File: config.mk
export PLATFORM = sky130hd
export DESIGN_NAME = sha_stream_padder
export DESIGN_NICKNAME = d
export VERILOG_FILES = /design/src/rtl/sha_stream_padder.sv
export SDC_FILE = /design/constraint.sdc
export NUM_CORES = 1
export LEC_CHECK = 0
export CAP_MARGIN = 15
export CORE_ASPECT_RATIO = 0.75
export CORE_MARGIN = 5
export CORE_UTILIZATION = 45
export CTS_CLUSTER_SIZE = 24
export DETAILED_ROUTE_END_ITERATION = 6
export PLACE_DENSITY = 0.72
export SYNTH_ARGS = -nofsm -noshare
export SYNTH_HDL_FRONTEND = slang
export SYNTH_SLANG_ARGS = --single-unit
File: constraint.sdc
create_clock -name clk -period 4.02 [get_ports clk]
set_clock_uncertainty 0.05 [all_clocks]
set_input_delay 0.804 -clock clk [delete_from_list [all_inputs] [get_ports clk]]
set_output_delay 0.804 -clock clk [all_outputs]
set_load 0.01 [all_outputs]
File: src/rtl/sha_stream_padder.sv
module sha_stream_padder (
  input  logic        clk,
  input  logic        rst_n,
  input  logic        start,
  input  logic [63:0] bit_len,
  output logic        idle,
  input  logic [31:0] in_data,
  input  logic        in_valid,
  output logic        in_ready,
  output logic [31:0] out_data,
  output logic        out_valid,
  input  logic        out_ready,
  output logic        out_last_word,
  output logic        out_final_block
);

  typedef enum logic [2:0] {S_IDLE, S_MSG, S_PAD, S_LHI, S_LLO} phase_t;

  phase_t      phase;
  logic [63:0] len_q;
  logic [63:0] rem_q;
  logic [3:0]  wcnt;
  logic        one_done;

  wire        partial  = rem_q < 64'd32;
  wire [4:0]  tail     = rem_q[4:0];
  wire [31:0] keep     = ~(32'hFFFF_FFFF >> tail);
  wire [31:0] msg_word = partial ? ((in_data & keep) | (32'h8000_0000 >> tail)) : in_data;
  wire        fire     = out_valid & out_ready;
  wire [63:0] rem_nxt  = partial ? 64'd0 : rem_q - 64'd32;
  wire [3:0]  wnext    = wcnt + 4'd1;
  wire        one_nxt  = one_done | (phase == S_PAD) | (phase == S_MSG && partial);

  assign idle            = (phase == S_IDLE);
  assign in_ready        = (phase == S_MSG) & out_ready;
  assign out_last_word   = (wcnt == 4'd15);
  assign out_final_block = (phase == S_LLO);

  always_comb begin
    out_valid = 1'b0;
    out_data  = 32'h0;
    case (phase)
      S_MSG: begin out_valid = in_valid; out_data = msg_word; end
      S_PAD: begin out_valid = 1'b1; out_data = one_done ? 32'h0 : 32'h8000_0000; end
      S_LHI: begin out_valid = 1'b1; out_data = len_q[63:32]; end
      S_LLO: begin out_valid = 1'b1; out_data = len_q[31:0]; end
      default: ;
    endcase
  end

  always_ff @(posedge clk or negedge rst_n) begin
    if (!rst_n) begin
      phase    <= S_IDLE;
      len_q    <= '0;
      rem_q    <= '0;
      wcnt     <= '0;
      one_done <= 1'b0;
    end else begin
      case (phase)
        S_IDLE: if (start) begin
          len_q    <= bit_len;
          rem_q    <= bit_len;
          wcnt     <= '0;
          one_done <= 1'b0;
          phase    <= (bit_len == 64'd0) ? S_PAD : S_MSG;
        end
        S_MSG, S_PAD: if (fire) begin
          wcnt     <= wnext;
          one_done <= one_nxt;
          if (phase == S_MSG) rem_q <= rem_nxt;
          if (one_nxt && wnext == 4'd14) phase <= S_LHI;
          else if (phase == S_MSG && rem_nxt == 64'd0) phase <= S_PAD;
        end
        S_LHI: if (fire) begin
          wcnt  <= wnext;
          phase <= S_LLO;
        end
        S_LLO: if (fire) begin
          wcnt  <= '0;
          phase <= S_IDLE;
        end
        default: phase <= S_IDLE;
      endcase
    end
  end

  assert_idle_quiet_R1: assert property (@(posedge clk) disable iff (!rst_n)
    idle |-> (!in_ready && !out_valid));

  assert_take_needs_ready_R3: assert property (@(posedge clk) disable iff (!rst_n)
    in_ready |-> out_ready);

  assert_rem_falls_R4: assert property (@(posedge clk) disable iff (!rst_n)
    !idle |=> (idle || rem_q <= $past(rem_q)));

  assert_final_on_last_R9: assert property (@(posedge clk) disable iff (!rst_n)
    out_final_block |-> out_last_word);

  assert_pad_hold_R10: assert property (@(posedge clk) disable iff (!rst_n)
    (out_valid && !out_ready && phase != S_MSG) |=> (out_valid && $stable(out_data)));

  assert_back_idle_R11: assert property (@(posedge clk) disable iff (!rst_n)
    (fire && out_final_block) |=> idle);

endmodule

# Word-level counts from Yosys, hierarchy flattened
# Index checks and enable logic that the tools add are counted.
word_totals:
  regBits: 136
  output_inout_bits: 37
  wordCells: 70
classes:
  add_sub_neg: 2
  n_lt_le_gt_ge: 1
  n_eq_ne: 13
  shift: 2
  muxes: 24
  n_bitwise: 7
  n_reduce_logical: 16
op_table:
  columns: ["op", "n"]
  rows:
  - ["64-bit two-way mux", 4]
  - ["64-bit logical NOT", 2]
  - ["32-bit one-hot mux with 4 select lines", 1]
  - ["64-bit one-hot mux with 2 select lines", 1]
  - ["64-bit by 6-bit < comparator with 1-bit output (second input constant)", 1]
  - ["32-bit two-way mux", 2]
  - ["32-bit by 5-bit right shift with 32-bit output (first input constant)", 2]
  - ["64-bit by 6-bit subtractor with 64-bit output (second input constant)", 1]
  - ["32-bit AND", 1]
  - ["32-bit NOT", 1]
  - ["32-bit bitwise OR", 1]
  - ["3-bit two-way mux", 6]
  - ["4-bit two-way mux", 3]
  - ["3-bit one-hot mux with 4 select lines", 1]
  - ["4-bit one-hot mux with 3 select lines", 1]
  - ["4-bit equality test (second input constant)", 2]
  - ["2-bit inequality test (second input constant)", 4]
  - ["4-bit AND reduction", 2]
  - ["3-bit by 2-bit equality test with 1-bit output (second input constant)", 2]
  - ["3-bit OR reduction", 2]
  - ["5-bit AND reduction", 1]
  - ["4-bit by 1-bit adder with 4-bit output (second input constant)", 1]
  - ["2-bit by 1-bit inequality test with 1-bit output (second input constant)", 2]
  - ["1-bit one-hot mux with 2 select lines", 2]
  - ["14 further kinds", 19]

# Depth between registers and ports, before layout
depth:
  depth_word: 8
  mapped_depth: 12
  ltp_nobuf: 10

# Worst setup path after synthesis
# OpenSTA, ideal clock, no wires.
synth_timing:
  kind: "reg-to-output"
  startpoint: "register rem_q[59]"
  endpoint: "output port out_data[30]"
  arrival_ps: 2730
  t_required_ps: 3166
  slack_ps: 436
  stages_incl_launch_ff: 9
  n_path_buf: 0
  cell_sequence: "dfrtp_1 -> or4_1 -> or3_4 -> nor4_2 -> nand3_1 -> or4_4 -> nor2_1 -> mux2i_1 -> o21ai_0"
synth_via:
  elab_chain_cells: 3
synth_lines:
  columns: ["element", "line_no", "text"]
  rows:
  - ["start, declared", "21", "logic [63:0] rem_q;"]
  - ["start signal, assigned", "62", "rem_q <= bit_len;"]
  - ["start signal, assigned", "70", "if (phase == S_MSG) rem_q <= rem_nxt;"]
  - ["64-bit by 6-bit < comparator with 1-bit output", "25", "wire partial = rem_q < 64'd32;"]
  - ["32-bit two-way mux", "28", "wire [31:0] msg_word = partial ? ((in_data & keep) | (32'h8000_0000 >> tail)) : in_data;"]
  - ["32-bit one-hot mux with 4 select lines", "42", "case (phase)"]
  - ["end, declared", "10", "output logic [31:0] out_data,"]
# No other way between the ends.

# Final worst setup path
layout_timing:
  startpoint: "register rem_q[59]"
  endpoint: "output port out_data[9]"
# Same word-level chain as after synthesis.

==> metrics.md <==
| Metric | Value |
|---|---|
| Status | `complete, but fails checks` |
| Failing checks | `negative setup slack` |
| Slew headroom | `0.395` |
| Number of port buffers | `137` |
| Post-synth top cells | `287 x nand2_1, 136 x dfrtp_1, 83 x o21ai_0` |
| DIE HEIGHT | `between 100 and 150 um` |
| Flop and latch count out of synthesis | `136` |
| Asr flop ratio synth | `1.00` |
| Largest net degree at the start of global routing | `90` |
| Vias in the first global route | `8,762` |
| Warnings from Yosys | `0` |
| Final setup fails | `25` |
| Final Util | `0.622` |
| Antenna violations before repair | `0` |
| CP Buf/Inv Count | `2` |
| Post-Syn Area | `8380 sq um` |
| Power Density | `just over 700 nW/um^2` |
| Mean Syn Cell Area | `8.01 sq um` |
| Total power | `0.00817 W` |
| Achievable Freq | `0.233 GHz` |
| Post-synth EDFFs | `0` |
| Yosys cell types | `71` |
| CTS buffer count | `17` |
| Crit. End Element | `output port` |
| Vias/cell | `6.36` |
| Final setup margin | `-271 ps` |
| DIE AREA | `21,500 sq um` |
| Total gr overflow | `0` |
| Pleak | `4.95 nW` |
| Wirelength per Cell | `~23 um` |
| NetSw | `0.00364 W` |
| Mapped Cells | `approximately 1,000` |
| Initial Util | `0.456` |
| Synth area leader | `dfrtp_1` |
| Area Overhead vs Synth | `36.6%` |
| DRC Markers | `0` |
| Synth top area share | `0.406` |
| Total track usage | `0.312` |
| DR pass1 iterations | `7` |
| Max incr delay on CP | `approximately 540 ps` |
| CTS tree | `yes` |
| Min Clock Period, post-route | `4290 ps` |
| Final net count | `between 1,000 and 1,500` |
| First DRT Iteration DRCs | `approximately 1,500` |
| Internal cell power | `0.00453 W` |
| VDD IR max | `0.293 mV` |
| Top Ports | `138` |
| Post-route ant nets | `0` |
| Die X | `roughly 170 um` |
| Worst skew pair latency | `440 ps` |
| Syn nets | `1,151` |
| CP Data Required Time | `3170 ps` |
| Least-Margin Pin Slew | `~900 ps` |
| Fillers | `1,548` |
| Arrival @ worst endpoint | `3440 ps` |
| Root buffer cell | `clkbuf_16` |
| Area occupied by multi-input gates | `4980 sq um` |
| Max_cap viols | `0` |
| CP dominant cell by count | `or4_4` |
| Clk slew on worst S/H paths | `approximately 60 ps` |
| Clk buf depth | `2` |
| Setup WS pre-CTS | `-203 ps` |
| Startpoint types | `register` |
| Total Wirelength | `~35 mm` |
| Unrepaired setup endpoints after global routing | `true` |
| Share of post-route cells with drive strength above 1 | `0.200` |
| Sequential Area | `approximately 3400 sq um` |
| Final Cycle Share | `1.07` |
| Sw frac | `0.446` |
| Detailed Place HPWL | `25.3 mm` |
| Via count | `between 9,000 and 10,000` |
| Hold Fails Final Rpt | `0` |
| CP max stage cell | `or4_4` |
| Core ar. | `18,400 sq um` |
| FP Rows | `43` |
| Sequential power share | `0.330` |
| H-tree levels | `4` |
| Clock power share | `0.194` |
| Crit path max-delay family | `simple AND/OR/NAND/NOR gates` |
| Crit path max fanout | `5` |
| Worst hold path class | `in -> async` |
| Comb pwr share | `0.476` |
| Largest cells by area after synthesis | `dfrtp_1 41%, nand2_1 13%, o21ai_0 5.0%, a22oi_1 3.1%, nor4_1 2.6%` |
| Ys flop type | `dfrtp_1` |
| Clk sinks | `roughly 140` |
| CP Cell Sequence | `or4_4 -> or3_4 -> or4_4 -> nor3_4 -> nand2b_1 -> buf_4 -> a21oi_2 -> nor3_2 -> a221o_1 -> buf_2` |
| Share of the yosys chip area belonging to registers | `0.406` |
| Gpl congestion | `between 0.9 and 1` |
| Most common cell in the netlist | `nand2_1` |
| First-pass GRT wire length | `51.9 mm` |
| Final slew viol count | `0` |
| Crit path kind | `reg -> out` |
-- registers in the layout, summed over array words and instances, names as in the netlist --
register and flops:
len_q 64, one_done 1, phase 3, rem_q 64
wcnt 4
-- stage by stage --
| stage | instance area (sq um) | setup TNS [ps] | cells | hold slack, ps |
|---|---|---|---|---|
| detailed placement | 10500 | -1710 | 1451 | 413 |
| finish | 11400 | -3060 | 1506 | 369 |
| global route | 11400 | -5680 | 1505 | 450 |
| CTS | 11300 | -2090 | 1500 | 403 |
| floorplan | 8380 | 0 | 1047 | 390 |
| global placement | 10500 | -793 | 1451 | 408 |
-- cells by family (layout without fill, tap and decap cells) --
kind of cell,count (synthesis),in the layout,share of synthesized area
AND/OR/NAND/NOR,530,530,0.306
AO/OA/AOI/OAI,261,261,0.206
flip-flops,136,136,0.406
buffers and inverters,78,289,0.0370
XOR/XNOR,35,35,0.0366
multiplexers,4,4,0.00478
adder cells (fa/ha/maj),3,3,0.00448
other,0,1,0
-- layout by cell type, fill, tap and decap left out, types with 5 or more instances in the layout --
| cell | instances |
|---|---|
| a21o_1 | 6 |
| nand3_1 | 17 |
| a21oi_2 | 8 |
| buf_4 | 83 |
| nor2_2 | 5 |
| buf_2 | 28 |
| xor2_1 | 12 |
| o21a_1 | 5 |
| buf_6 | 20 |
| nand2b_1 | 6 |
| nand3b_1 | 7 |
| nor2b_1 | 5 |
| or3_1 | 9 |
| nor3_2 | 6 |
| nand4_1 | 19 |
| xnor2_1 | 23 |
| o311ai_0 | 10 |
| nor2_4 | 5 |
| clkbuf_16 | 17 |
| o21ai_1 | 16 |
| nor3_1 | 29 |
| nand2_1 | 283 |
| nor4_1 | 34 |
| a221o_1 | 10 |
| clkdlybuf4s50_1 | 104 |
| a31oi_1 | 6 |
| and2_1 | 5 |
| a21oi_1 | 35 |
| a22oi_1 | 33 |
| o311a_1 | 6 |
| dfrtp_1 | 136 |
| nor2_1 | 48 |
| inv_1 | 16 |
| o21ai_0 | 62 |
| o22ai_1 | 7 |
| o211ai_1 | 13 |
| o21ai_2 | 8 |
| or4_1 | 5 |
-- path summary, 6_finish.rpt --
check | from | end | slack [ps] | cells after the start
hold / removal | rst_n | wcnt[3] | 370 | 1
hold reg to reg | len_q[22] | len_q[22] | 430 | 2
max in group asynchronous | rst_n | rem_q[20] | 2780 | 2
min in group clk | len_q[22] | len_q[22] | 430 | 2
setup reg to reg | rem_q[14] | phase[0] | 450 | 10
setup / recovery | rem_q[59] | out_data[9] | -270 | 10
-- power by group through the flow --
stage               clock network (W)  logic [W]  registers (W)
detailed placement                  0    0.00377        0.00263
global placement                    0    0.00371        0.00262
CTS                           0.00158    0.00376        0.00264
finish                        0.00158    0.00389        0.00270
floorplan                           0    0.00227        0.00241
global route                  0.00165    0.00423        0.00275
-- layer usage --
metal / up-vias / routed length [um] / GRT usage / part of all wire
met4: 0 / 1100 / 0.0883 / 0.032
li1: 4204 / - / - / -
met1: 4570 / 14400 / 0.453 / 0.41
met2: 700 / 14800 / 0.465 / 0.43
met3: 97 / 4390 / 0.0777 / 0.13
met5: - / 0 / 0 / 0
-- timing repair --
action / in CTS / in global routing
gates resized for setup: 172 / 60
setup endpoints to repair: 32 / 32
hold endpoints to repair: 0 / 0
hold buffers: 0 / 0
pin swaps: 27 / 34
buffers inserted: 17 / 10
gates cloned: 1 / 0
-- cell type report --
| type | count | area share |
|---|---|---|
| clock buffers | 18 | 0.0384 |
| diodes | 1 | 0.000219 |
| repair buffers | 242 | 0.184 |
| inverters | 16 | 0.00525 |
| flip-flops and latches | 136 | 0.297 |
| multi-input cells | 833 | 0.435 |
| well taps | 247 | 0.0270 |
| clock inverters | 13 | 0.0128 |
-- worst reg2reg max path: cells and delay by family, from the launching register on --
kind	cells	cell delay, ps
AO/OA/AOI/OAI	1	320
flip-flops	1	410
XOR/XNOR	1	200
AND/OR/NAND/NOR	6	2120
buffers and inverters	2	360
No activity file was read; power rests on OpenSTA's default activity.
